File: src/rtl/ir_rx_pkg.sv
// Package: shared state type and timing helpers for the Manchester IR receiver.
// Assumes clock rates and durations small enough that their product fits 64 bits.
package ir_rx_pkg;

    typedef enum logic [1:0] {
        ST_WAIT_IDLE,
        ST_ARMED,
        ST_RECV
    } rx_state_e;

    // Number of clock cycles in a duration given in microseconds.
    function automatic int cycles_of(input longint unsigned clk_hz, input longint unsigned dur_us);
        return int'((clk_hz * dur_us) / 64'd1_000_000);
    endfunction

    // Scale a cycle count by a percentage, rounding down.
    function automatic int scale_pct(input int value, input int pct);
        return (value * pct) / 100;
    endfunction

endpackage

File: src/rtl/ir_rx_sync.sv
// Two-flop synchroniser for the asynchronous IR line, plus a third flop for
// edge detection. Assumes the line idles high, so all flops reset to 1.
module ir_rx_sync (
    input  logic clk,
    input  logic rst_n,
    input  logic async_i,
    output logic level_o,
    output logic rise_o,
    output logic fall_o
);
    logic meta_q, sync_q, prev_q;

    // Purpose: bring the line into the clock domain and keep one cycle of history.
    always_ff @(posedge clk) begin
        if (!rst_n) begin
            meta_q <= 1'b1;
            sync_q <= 1'b1;
            prev_q <= 1'b1;
        end else begin
            meta_q <= async_i;
            sync_q <= meta_q;
            prev_q <= sync_q;
        end
    end

    assign level_o = sync_q;
    assign rise_o  = sync_q & ~prev_q;
    assign fall_o  = ~sync_q & prev_q;
endmodule

File: src/rtl/ir_rx_idle_detect.sv
// Counts consecutive high cycles on the synchronised line. Reports idle once
// IDLE_CYC cycles have passed. A low level or the clear input restarts the count.
module ir_rx_idle_detect #(
    parameter int IDLE_CYC = 5000
) (
    input  logic clk,
    input  logic rst_n,
    input  logic clear_i,
    input  logic level_i,
    output logic idle_o
);
    localparam int CNT_W = $clog2(IDLE_CYC + 1);
    localparam logic [CNT_W-1:0] CNT_MAX = CNT_W'(IDLE_CYC);

    logic [CNT_W-1:0] cnt_q;

    // Purpose: saturating count of high cycles since the last low level or clear.
    always_ff @(posedge clk) begin
        if (!rst_n) begin
            cnt_q <= '0;
        end else if (clear_i || !level_i) begin
            cnt_q <= '0;
        end else if (cnt_q != CNT_MAX) begin
            cnt_q <= cnt_q + 1'b1;
        end
    end

    assign idle_o = (cnt_q == CNT_MAX);
endmodule

File: src/rtl/ir_rx_window.sv
// Classifies the time since the last accepted centre transition into the
// boundary window, the centre window and the timeout region. Purely
// combinational. Assumes the tolerance is small enough that the windows do
// not overlap.
module ir_rx_window #(
    parameter int HALF_CYC = 889,
    parameter int TOL_PCT  = 30,
    parameter int TMR_W    = 12
) (
    input  logic [TMR_W-1:0] timer_i,
    output logic             in_half_o,
    output logic             in_full_o,
    output logic             late_o
);
    import ir_rx_pkg::*;

    localparam int FULL_CYC = 2 * HALF_CYC;
    localparam logic [TMR_W-1:0] HALF_LO = TMR_W'(scale_pct(HALF_CYC, 100 - TOL_PCT));
    localparam logic [TMR_W-1:0] HALF_HI = TMR_W'(scale_pct(HALF_CYC, 100 + TOL_PCT));
    localparam logic [TMR_W-1:0] FULL_LO = TMR_W'(scale_pct(FULL_CYC, 100 - TOL_PCT));
    localparam logic [TMR_W-1:0] FULL_HI = TMR_W'(scale_pct(FULL_CYC, 100 + TOL_PCT));

    // Purpose: compare the timer against the four window bounds.
    always_comb begin
        in_half_o = (timer_i >= HALF_LO) && (timer_i <= HALF_HI);
        in_full_o = (timer_i >= FULL_LO) && (timer_i <= FULL_HI);
        late_o    = (timer_i > FULL_HI);
    end
endmodule

File: src/rtl/ir_manchester_rx.sv
// Manchester IR frame receiver. Waits for an idle-high line, locks onto the
// first falling edge as a bit centre and samples each bit a quarter-bit after
// its centre. It restarts the sample timer on every accepted centre edge and
// checks the header at the end of the frame. Assumes ir_line_i is the
// demodulated, active-low receiver output, asynchronous to clk.
module ir_manchester_rx #(
    parameter int              CLK_HZ    = 1_000_000,
    parameter int              HALF_US   = 889,
    parameter int              IDLE_US   = 5000,
    parameter int              TOL_PCT   = 30,
    parameter int              PAYLOAD_W = 64,
    parameter int              HDR_W     = 16,
    parameter logic [HDR_W-1:0] HDR_VAL  = 16'hFFFF
) (
    input  logic                 clk,
    input  logic                 rst_n,
    input  logic                 ir_line_i,
    output logic [PAYLOAD_W-1:0] payload_o,
    output logic                 valid_o,
    output logic                 error_o
);
    import ir_rx_pkg::*;

    localparam int HALF_CYC   = cycles_of(CLK_HZ, HALF_US);
    localparam int SAMPLE_CYC = HALF_CYC / 2;
    localparam int IDLE_CYC   = cycles_of(CLK_HZ, IDLE_US);
    localparam int FULL_HI    = scale_pct(2 * HALF_CYC, 100 + TOL_PCT);
    localparam int TMR_W      = $clog2(FULL_HI + 2);
    localparam int BIT_W      = $clog2(PAYLOAD_W);
    localparam logic [TMR_W-1:0] SAMPLE_T = TMR_W'(SAMPLE_CYC);
    localparam logic [BIT_W-1:0] LAST_BIT = BIT_W'(PAYLOAD_W - 1);

    logic                 line_lvl, line_rise, line_fall, line_edge;
    logic                 idle_ok, idle_clr_q;
    logic                 in_half, in_full, too_late;
    rx_state_e            state_q;
    logic [TMR_W-1:0]     timer_q;
    logic [BIT_W-1:0]     bit_cnt_q;
    logic [PAYLOAD_W-1:0] shift_q, shift_nxt;
    logic                 hdr_ok;

    ir_rx_sync u_sync (
        .clk     (clk),
        .rst_n   (rst_n),
        .async_i (ir_line_i),
        .level_o (line_lvl),
        .rise_o  (line_rise),
        .fall_o  (line_fall)
    );

    ir_rx_idle_detect #(.IDLE_CYC(IDLE_CYC)) u_idle (
        .clk     (clk),
        .rst_n   (rst_n),
        .clear_i (idle_clr_q),
        .level_i (line_lvl),
        .idle_o  (idle_ok)
    );

    ir_rx_window #(.HALF_CYC(HALF_CYC), .TOL_PCT(TOL_PCT), .TMR_W(TMR_W)) u_win (
        .timer_i   (timer_q),
        .in_half_o (in_half),
        .in_full_o (in_full),
        .late_o    (too_late)
    );

    assign line_edge = line_rise | line_fall;
    // A low line after the centre edge means a falling centre, i.e. a 1.
    assign shift_nxt = {shift_q[PAYLOAD_W-2:0], ~line_lvl};
    assign hdr_ok    = (shift_nxt[PAYLOAD_W-1 -: HDR_W] == HDR_VAL);

    // Purpose: frame state machine, sample timer, bit shifting and result strobes.
    always_ff @(posedge clk) begin
        if (!rst_n) begin
            state_q    <= ST_WAIT_IDLE;
            timer_q    <= '0;
            bit_cnt_q  <= '0;
            shift_q    <= '0;
            payload_o  <= '0;
            valid_o    <= 1'b0;
            error_o    <= 1'b0;
            idle_clr_q <= 1'b0;
        end else begin
            valid_o    <= 1'b0;
            error_o    <= 1'b0;
            idle_clr_q <= 1'b0;
            unique case (state_q)
                ST_WAIT_IDLE: begin
                    if (idle_ok) state_q <= ST_ARMED;
                end
                ST_ARMED: begin
                    if (line_fall) begin
                        state_q   <= ST_RECV;
                        timer_q   <= '0;
                        bit_cnt_q <= '0;
                    end
                end
                ST_RECV: begin
                    if (line_edge) begin
                        if (in_full) begin
                            timer_q <= '0;
                        end else if (in_half) begin
                            timer_q <= timer_q + 1'b1;
                        end else begin
                            error_o    <= 1'b1;
                            idle_clr_q <= 1'b1;
                            state_q    <= ST_WAIT_IDLE;
                        end
                    end else if (too_late) begin
                        error_o    <= 1'b1;
                        idle_clr_q <= 1'b1;
                        state_q    <= ST_WAIT_IDLE;
                    end else begin
                        timer_q <= timer_q + 1'b1;
                        if (timer_q == SAMPLE_T) begin
                            shift_q <= shift_nxt;
                            if (bit_cnt_q == LAST_BIT) begin
                                idle_clr_q <= 1'b1;
                                state_q    <= ST_WAIT_IDLE;
                                if (hdr_ok) begin
                                    payload_o <= shift_nxt;
                                    valid_o   <= 1'b1;
                                end else begin
                                    error_o <= 1'b1;
                                end
                            end else begin
                                bit_cnt_q <= bit_cnt_q + 1'b1;
                            end
                        end
                    end
                end
                default: state_q <= ST_WAIT_IDLE;
            endcase
        end
    end
endmodule

File: config.mk
export PLATFORM = sky130hd
export DESIGN_NAME = ir_manchester_rx
export DESIGN_NICKNAME = d
export VERILOG_FILES = /design/src/rtl/ir_rx_pkg.sv /design/src/rtl/ir_rx_sync.sv /design/src/rtl/ir_rx_idle_detect.sv /design/src/rtl/ir_rx_window.sv /design/src/rtl/ir_manchester_rx.sv
export SDC_FILE = /design/constraint.sdc
export NUM_CORES = 1
export LEC_CHECK = 0
export BUFFER_PORTS_ARGS = -buffer_cell sky130_fd_sc_hd__buf_4
export CAP_MARGIN = 10
export CORE_ASPECT_RATIO = 0.9
export CORE_MARGIN = 3
export CORE_UTILIZATION = 50
export CTS_CLUSTER_DIAMETER = 80
export DETAILED_ROUTE_END_ITERATION = 10
export GPL_TIMING_DRIVEN = 0
export MAX_ROUTING_LAYER = met4
export PLACE_DENSITY_LB_ADDON = 0.15
export SLEW_MARGIN = 20
export SYNTH_ARGS = -nofsm -noshare
export SYNTH_HDL_FRONTEND = slang
export SYNTH_SLANG_ARGS = --single-unit
export TNS_END_PERCENT = 100
File: constraint.sdc
create_clock -name clk -period 2.5 [get_ports clk]
set_input_delay 0.125 -clock clk [delete_from_list [all_inputs] [get_ports clk]]
set_output_delay 0.125 -clock clk [all_outputs]
set_load 0.01 [all_outputs]
After elaboration in Yosys (flattened, before gate mapping)
Cells that the tools add are included.
{"block": "word_totals", "ff_bits": 166, "elab_cells": 97, "in_bits": 3, "output_inout_bits": 66}
{"block": "classes", "add_sub_neg": 3, "n_eq_ne": 19, "n_bitwise": 11, "order_cmp": 5, "n_reduce_logical": 14, "muxes": 33}
{"cell": "$mux W12", "count": 5}
{"cell": "$mux W6", "count": 5}
{"cell": "$pmux W12 S2", "count": 1}
{"cell": "$reduce_and A6 Y1", "count": 3}
{"cell": "$eq A16 B16 Y1 const B", "count": 1}
{"cell": "$mux W2", "count": 8}
{"cell": "$add A13 B1 Y13 const B", "count": 1}
{"cell": "$eq A13 B13 Y1 const B", "count": 1}
{"cell": "$ne A13 B13 Y1 const B", "count": 1}
{"cell": "$add A12 B1 Y12 const B", "count": 1}
{"cell": "$eq A12 B9 Y1 const B", "count": 1}
{"cell": "$ge A12 B10 Y1 const B", "count": 1}
{"cell": "$ge A12 B11 Y1 const B", "count": 1}
{"cell": "$gt A12 B12 Y1 const B", "count": 1}
{"cell": "$le A12 B11 Y1 const B", "count": 1}
{"cell": "$le A12 B12 Y1 const B", "count": 1}
{"cell": "$mux W1", "count": 12}
{"cell": "$ne A2 B2 Y1 const B", "count": 6}
{"cell": "$ne A4 B4 Y1 const B", "count": 3}
{"cell": "$pmux W6 S2", "count": 1}
{"cell": "$ne A3 B3 Y1 const B", "count": 3}
{"cell": "$not A1 Y1", "count": 8}
{"cell": "$reduce_and A4 Y1", "count": 2}
{"cell": "$add A6 B1 Y6 const B", "count": 1}
{"cell": "other kinds (14)", "count": 16}

Logic depth before layout (Yosys ltp)
Gate-level depths: netlist of the first run.
{"block": "logic_depth", "ltp_word": 6, "mapped_depth": 10, "depth_no_buf": 8}

By module
A second synthesis of the first run with hierarchy kept.
{"block": "hier_totals", "hier_cells": 781, "hier_area_um2": 6910.4}
{"module": "ir_manchester_rx", "cells_per_inst": 681, "seq_area_each_um2": 3002.9, "n_inst": 1, "area_each_um2": 6029.5}
{"module": "ir_rx_idle_detect", "cells_per_inst": 76, "seq_area_each_um2": 260.2, "n_inst": 1, "area_each_um2": 678.2}
{"module": "ir_rx_window", "cells_per_inst": 16, "seq_area_each_um2": 0.0, "n_inst": 1, "area_each_um2": 111.4}
{"module": "ir_rx_sync", "cells_per_inst": 8, "seq_area_each_um2": 60.1, "n_inst": 1, "area_each_um2": 91.3}

Worst setup path before layout of the first run
No wires, ideal clock.
{"block": "synth_timing", "kind": "flip-flop to flip-flop", "start": "register timer_q[3]", "end": "register timer_q[3]", "setup_slack_ns": 0.050, "t_required_ns": 2.426, "t_arrival_ns": 2.375, "n_path_buf": 0, "setup_ns": 0.074, "path_stages_with_launch": 7, "period_less_slack_ns": 2.450, "path_cell_list": "dfxtp_1 or4_4 o311a_1 a211o_1 a21o_1 or4_1 a31oi_1"}
{"block": "synth_via", "elab_chain_cells": 5, "word_cells_on_any_way": 16, "classes_between": "add/sub: 1; order compare: 5; eq/ne: 2; mux: 5; reduce/logical: 3"}
{"item": "start, declared", "line_no": "ir_manchester_rx.sv:37", "rtl": "logic [TMR_W-1:0] timer_q;"}
{"item": "start signal, assigned", "line_no": "ir_manchester_rx.sv:102", "rtl": "timer_q <= timer_q + 1'b1;"}
{"item": "start signal, assigned", "line_no": "ir_manchester_rx.sv:113", "rtl": "timer_q <= timer_q + 1'b1;"}
{"item": "$add A12 B1 Y12, or another cell as far along", "line_no": "ir_manchester_rx.sv:102, ir_manchester_rx.sv:113"}
{"item": "$mux W12 or $logic_and A1 B1 Y1 (tied branches)", "line_no": "ir_manchester_rx.sv:101, ir_rx_window.sv:26"}
{"item": "$mux W12", "line_no": "ir_manchester_rx.sv:99", "rtl": "if (in_full) begin"}
{"item": "$mux W12", "line_no": "ir_manchester_rx.sv:98", "rtl": "if (line_edge) begin"}
{"item": "$pmux W12 S2", "line_no": "ir_manchester_rx.sv:86", "rtl": "unique case (state_q)"}
Parallel ways exist; a longest one is shown, timed or not. The select of a mux whose other input is x is not followed.
A chain may end at the register's enable or synchronous reset.

Final worst setup path of the first run
{"block": "layout_timing", "start": "register timer_q[4]", "end": "register payload_o[19]"}
{"block": "layout_via", "elab_chain_cells": 3, "word_cells_on_any_way": 4, "classes_between": "order compare: 1; eq/ne: 1; bitwise: 1; reduce/logical: 1"}
{"item": "$gt A12 B12 Y1", "line_no": "ir_rx_window.sv:27", "rtl": "late_o = (timer_i > FULL_HI);"}
{"item": "$not A1 Y1 (no line)"}
{"item": "$reduce_and A6 Y1 (no line) (*)"}
{"item": "end signal, assigned", "line_no": "ir_manchester_rx.sv:120", "rtl": "payload_o <= shift_nxt;"}
{"item": "end, declared", "line_no": "ir_manchester_rx.sv:18", "rtl": "output logic [PAYLOAD_W-1:0] payload_o,"}
Mark *: on every way between the ends. The rest lies on a longest branch, timed or not.

==> reports/results.tsv, run 1 <==
stage	metric	value	unit
cts	path_clk_slew	0.06	ns
cells_and_area	drive_above_1_share	20.2	%
cells_and_area	fillers	977	
cts	cts.sinks	166	
min_path	holdPathStages	1	
floorplan	initial_core_util	52.6	%
critical_path	regToRegSetupSlack	0.02	ns
global_routing	grt_overflow	0	
logic_synthesis	synth_top_area_share	50.9	%
cells_and_area	fin_nets	880	
status	outcome	finished clean	
logic_synthesis	ys_types	56	
floorplan	rows	38	
critical_path	cp.arrival	2.78	ns
cts	cts_root_buf	clkbuf_16	
critical_path	slowest_stage	or4_4	
cells_and_area	area_delta_synth_final	29.3	%
timing	max_freq	403	MHz
floorplan	ioPinCount	69	
cts	clock_path_buffers	2	
logic_synthesis	seq_area_frac_synth	50.9	%
logic_synthesis	syn-num-nets	766	
critical_path	required	2.80	ns
critical_path	cp_cell_sequence	or4_4 > o41ai_4 > nand3_2 > nor3_4 > buf_6 > clkbuf_16 > clkbuf_16 > mux2i_1 > nor2_1	
global_routing	grt_usage	21.7	%
power_and_ir_drop	ir_drop	0.477	mV
critical_path	rr_endpoint	payload_o[19]	
drt	ant_nets	0	
floorplan	coreArea	12400	sq um
critical_path	crit_type	flip-flop to flip-flop	
timing	rsz0062_at_grt	true	
timing	finalMaxSlewViolations	0	
cts	htreeDepth	4	
timing	post-route-period-util	99.2	%
power_and_ir_drop	total_power	5.72	mW
critical_path	end_kind	flip-flop	
cts	cts_tree	done	
critical_path	path_common_cell	clkbuf_16	
logic_synthesis	synthCells	751	
cts	insertion_delay	0.43	ns
cells_and_area	final_common_cell	dfxtp_1	
floorplan	die_x	126	um
min_path	hp-class	flip-flop to flip-flop	
min_path	min_from	u_sync.meta_q	
drt	first_pass_iters	5	
critical_path	cp_max_fo	7	
drt	drtIter0Drc	455	
floorplan	die-height	114	um
logic_synthesis	yosys-top-cells-area	dfxtp_1 (51%), nand2_1 (8.4%), mux2i_1 (7.7%), nor2_1 (6.3%), a21oi_1 (5.5%)	
logic_synthesis	avgSynthCellArea	8.69	sq um
timing	relSlewSlack	58.0	%
placement	port_buffers	68	
timing	layout_min_cycle_time	2.48	ns
critical_path	cpPeakStageDelay	0.56	ns
placement	dp_slack	-0.442	ns
logic_synthesis	synth_top_area_cell	dfxtp_1	
drt	wirelength	15400	um
logic_synthesis	synth-seq-cells	166	
placement	place_inst	979	
drt	wl_per_cell	14.9	um
critical_path	worst-path-buf-inv	3	
logic_synthesis	yosysWarnings	0	
drt	num_vias	5609	
logic_synthesis	synth_flop_cell	dfxtp_1	
power_and_ir_drop	power_density	678	nW/um^2
critical_path	path_delay_family	simple AND/OR/NAND/NOR gates	
critical_path	rr_worst_depth	9	
logic_synthesis	synth_edf_count	0	
timing	hold_viol_final	0	
global_routing	grt_pass1_wl	25000	um
drt	drc	0	
logic_synthesis	synthArstFlopShare	0	%
critical_path	crit_path_start_kind	flip-flop	
global_routing	antenna_found_initial	0	
flow_run	maxCapViolations	0	
power_and_ir_drop	p_leak	3.17	nW
drt	viasPerCell	5.40	
critical_path	timing.rr.start	timer_q[4]	
global_routing	first_global_vias	5272	
cells_and_area	mostFrequentLayoutCells	dfxtp_1 (156), nand2_1 (145), nor2_1 (108)	
timing	clock_skew	0.00843	ns
min_path	worstHoldEndpoint	u_sync.level_o	
global_routing	grt_max_degree	17	
timing	worst_slack	0.0192	ns
cts	cts_made_buffers	17	
floorplan	die-area	14500	sq um
logic_synthesis	netlist_area	6530	sq um
cells_and_area	fin_cells	1038	
timing	setup_violations	0	
placement	dp_hpwl	9770	um
placement	gp_congestion	0.902	
timing	worst_pin_slew	0.630	ns
cells_and_area	n_antenna_cell	0	
layout make-up:
class / count / area, sq um / share of cell area, %
clock buffers: 17 / 425 / 5.04
repair buffers: 98 / 837 / 9.92
plain buffers: 42 / 267 / 3.16
flip-flops and latches: 166 / 3350 / 39.7
inverters: 11 / 41.3 / 0.489
multi-input cells: 529 / 3070 / 36.4
well taps: 160 / 200 / 2.37
clock inverters: 15 / 250 / 2.97
routing by layer:
| metal | part of all wire [%] | GRT usage, % | vias to the layer above | wire length, um |
|---|---|---|---|---|
| li1 | - | - | 2774 | - |
| met1 | 45 | 27.8 | 2638 | 7010 |
| met2 | 47 | 34.0 | 168 | 7270 |
| met3 | 5.8 | 5.46 | 29 | 888 |
| met4 | 1.7 | 6.72 | 0 | 259 |
| met5 | 0 | - | - | 0 |
power breakdown:
group / switching (mW) / total (mW) / leakage, nW / internal [mW]
Combinational: 0.0659 / 0.0907 / 1.50 / 0.0248
Clock: 1.10 / 2.98 / 0.322 / 1.88
Sequential: 0.00569 / 2.65 / 1.34 / 2.65
metrics by stage:
step           utilization (%)  hold slack (ns)  setup TNS, ns  cell area (sq um)
6_report                  68.0            0.420              0               8440
5_1_grt                   68.0            0.448          -3.05               8440
4_1_cts                   65.4            0.423              0               8110
3_5_place_dp              58.3            0.311         -41.20               7240
3_3_place_gp              58.3            0.314         -38.69               7240
2_1_floorplan                -            0.198              0               6530
cells in the mapped netlist, drive strengths merged (2+ instances only):
master	count
nor3	4
nand4b	3
nor4	6
o211ai	2
nand2b	8
o21a	4
a21o	2
ha	12
or2	2
buf	8
or4	2
clkbuf	37
o311a	2
o21ai	7
nand3	25
a21boi	3
a2111oi	2
dfxtp	166
mux2	3
a21oi	72
a31oi	4
nand2	146
or3	4
mux2i	50
xnor2	3
xor2	11
and4b	2
nor2	109
and3	4
and2	7
inv	11
a211oi	4
nand4	10
a211o	3
worst max path at each step:
stage | start | endpoint | slack (ns) | depth (start not counted)
after floorplan | timer_q[3] | timer_q[3] | 0.05 | 6
after global placement | timer_q[3] | shift_q[18] | -0.38 | 7
after detailed placement | timer_q[3] | shift_q[38] | -0.44 | 7
after CTS | timer_q[3] | shift_q[38] | 0.03 | 8
after global routing | timer_q[4] | payload_o[41] | -0.1 | 9
final | timer_q[4] | payload_o[19] | 0.02 | 9
cell families (layout without fill, tap and decap cells):
logic type	Yosys count	count (layout)	synth area share, %
AND/OR/NAND/NOR	338	338	22.7
flip-flops	166	166	50.9
AO/OA/AOI/OAI	112	112	10.5
buffers and inverters	56	183	3.57
multiplexers	53	53	8.19
XOR/XNOR	14	14	1.88
adder cells (fa/ha/maj)	12	12	2.30
timing repair:
action / CTS / global route
buffers inserted: 12 / 8
pin swaps: 8 / 11
cloned: 0 / 7
gates resized for setup: 33 / 46
hold buffers: 3 / 0
hold endpoints to repair: 2 / 0
endpoints found under the setup margin: 131 / 130
sequential cells by signal, indices dropped and copies added (netlist names), 2 cells and up:
register / count
state_q: 2
bit_cnt_q: 6
u_idle.cnt_q: 13
timer_q: 12
payload_o: 64
shift_q: 63
(Power assumes the default switching activity.)
==> run 2: changes to the inputs <==
- CELL_PAD_IN_SITES_DETAIL_PLACEMENT: default -> 1
- CELL_PAD_IN_SITES_GLOBAL_PLACEMENT: default -> 2
- CORE_UTILIZATION: 50 -> 32
- SETUP_SLACK_MARGIN: default -> 0.05
- TNS_END_PERCENT: 100 -> default
==> run 2 against run 1 <==
  * Register-to-register slack hardly changed
  * Sequential power is essentially flat
  * Clock skew rose by 0.0041 ns
  * Sequential cell count unchanged
  * Core utilization is 25 points lower
  * Largest power group unchanged
==> reports/results.tsv, run 2 (same netlist as run 1, synthesis figures left out) <==
stage	metric	value	unit
drt	num_vias	5585	
timing	finalMaxSlewViolations	0	
cells_and_area	drive_above_1_share	21.6	%
cells_and_area	regMostFlops	payload_o	
cells_and_area	final_common_cell	dfxtp_1	
cells_and_area	fillers	2305	
critical_path	rr_endpoint	timer_q[3]	
cells_and_area	fin_nets	877	
critical_path	crit_type	flip-flop to flip-flop	
critical_path	crit_path_start_kind	flip-flop	
floorplan	die-area	22100	sq um
timing	post-route-period-util	98.9	%
cts	path_clk_slew	0.07	ns
timing	hold_viol_final	0	
critical_path	timing.rr.start	timer_q[0]	
critical_path	required	2.84	ns
cells_and_area	n_antenna_cell	0	
power_and_ir_drop	ir_drop	0.379	mV
global_routing	first_global_vias	5840	
cts	cts.sinks	166	
min_path	holdPathStages	1	
global_routing	grt_max_degree	17	
cts	cts_root_buf	clkbuf_16	
critical_path	rr_worst_depth	8	
critical_path	cp_max_fo	4	
critical_path	end_kind	flip-flop	
floorplan	coreArea	19600	sq um
drt	drc	0	
min_path	min_from	u_sync.meta_q	
drt	viasPerCell	4.96	
min_path	worstHoldEndpoint	u_sync.level_o	
cells_and_area	largestRegisters	payload_o x64, shift_q x63, u_idle.cnt_q x13	
placement	gp_congestion	0.833	
drt	wl_per_cell	15.9	um
drt	ant_nets	0	
min_path	hp-class	flip-flop to flip-flop	
global_routing	antenna_found_initial	0	
drt	first_pass_iters	4	
timing	clock_skew	0.0125	ns
global_routing	grt_overflow	0	
timing	worst_pin_slew	0.836	ns
flow_run	maxCapViolations	0	
global_routing	grt_use_met1	21.4	%
cells_and_area	mostFrequentLayoutCells	dfxtp_1 (156), nand2_1 (145), nor2_1 (107)	
power_and_ir_drop	p_leak	3.13	nW
floorplan	die_x	157	um
timing	holdWs	0.418	ns
cts	insertion_delay	0.43	ns
placement	port_buffers	68	
floorplan	rows	48	
critical_path	cp_cell_sequence	inv_4 > ha_4 > o211a_1 > or4bb_4 > a211o_4 > a21o_4 > or4_1 > a31oi_1	
critical_path	cp.arrival	2.81	ns
critical_path	regToRegSetupSlack	0.03	ns
cts	cts_made_buffers	17	
placement	dp_hpwl	12200	um
cells_and_area	area_delta_synth_final	30.2	%
timing	layout_min_cycle_time	2.47	ns
drt	wirelength	17900	um
timing	setup_violations	0	
floorplan	ioPinCount	69	
global_routing	gr-usage-met3	3.23	%
cells_and_area	finalInstanceArea	8500	sq um
status	outcome	finished clean	
timing	max_freq	404	MHz
placement	post_dp_cell_area	7350	sq um
critical_path	cpPeakStageDelay	0.54	ns
global_routing	grt_pass1_wl	29400	um
power_and_ir_drop	power_density	637	nW/um^2
global_routing	busiest_layer	met2	
drt	drtIter0Drc	194	
cts	clock_path_buffers	2	
floorplan	die-height	141	um
critical_path	slowest_stage	or4bb_4	
cells_and_area	largest_register_ffs	64	
timing	rsz0062_at_grt	true	
floorplan	initial_core_util	33.3	%
cts	htreeDepth	4	
timing	relSlewSlack	44.3	%
global_routing	grt_usage	16.8	%
cts	cts_tree	done	
global_routing	met2_usage	27.7	%
-- run 2: cell types whose count changed in the layout (fill, tap and decap cells not counted), moves of 3 or more --
cell       delta
clkbuf_16     -3
clkinv_4      +3
clkbuf_1      -5
buf_4         +6
bufinv_16     -4
mux2i_1       -3
-- run 2: worst max-delay path by stage --
stage | startpoint | to | slack, ns | cells past startpoint
6_report | timer_q[0] | timer_q[3] | 0.03 | 8
5_1_grt | timer_q[4] | payload_o[45] | -0.03 | 8
4_1_cts | timer_q[3] | shift_q[45] | 0.03 | 10
3_5_place_dp | timer_q[3] | shift_q[7] | -0.66 | 7
3_3_place_gp | timer_q[3] | shift_q[31] | -0.57 | 7
2_1_floorplan | timer_q[3] | timer_q[3] | 0.05 | 6
-- run 2: per-layer routing --
layer | vias up | share of wire [%]
li1 | 2754 | -
met1 | 2746 | 48
met2 | 74 | 49
met3 | 11 | 2.7
met4 | 0 | 0.92
met5 | - | 0
-- run 2: worst max-delay path: cells and delay by family, from the launching register on --
kind | cells | cell delay, ns
and+or+nand+nor | 2 | 0.94
buffers and inverters | 1 | 0.06
DFF | 1 | 0.35
adders and majority gates | 1 | 0.13
AOI/OAI and AO/OA | 4 | 0.90
-- run 2: layout make-up --
class,count,area (sq um),share of cell area (%)
tap,250,313,3.68
timing repair buffer,95,776,9.13
buffer,42,300,3.53
clock buffer,20,457,5.37
inverter,11,43.8,0.515
clock inverter,12,144,1.69
sequential,166,3350,39.4
multi-input combinational,529,3120,36.7
-- run 2: what timing repair did --
| item | CTS | global route |
|---|---|---|
| buffers inserted | 18 | 4 |
| hold buffers | 3 | 0 |
| setup endpoints to repair | 139 | 133 |
| cloned | 0 | 2 |
| gates resized for setup | 61 | 55 |
| endpoints found under the hold margin | 2 | 0 |
| pin swaps | 17 | 6 |
-- run 2: where the power goes --
| group | internal, mW | switching [mW] |
|---|---|---|
| sequential | 2.64 | 0.00558 |
| combinational | 0.0257 | 0.0700 |
| clock | 1.54 | 1.13 |
-- run 2: metrics by stage --
stage,util (%),instances,worst slack (ns),TNS [ns],power (mW)
after CTS,42.3,1119,0.0281,0,5.50
after detailed placement,37.5,1069,-0.662,-61.00,2.80
after floorplan,-,751,0.0503,0,2.77
final,43.4,1125,0.0275,0,5.41
after global placement,37.5,1069,-0.567,-56.29,2.80
after global routing,43.4,1125,-0.0334,-0.113,5.62
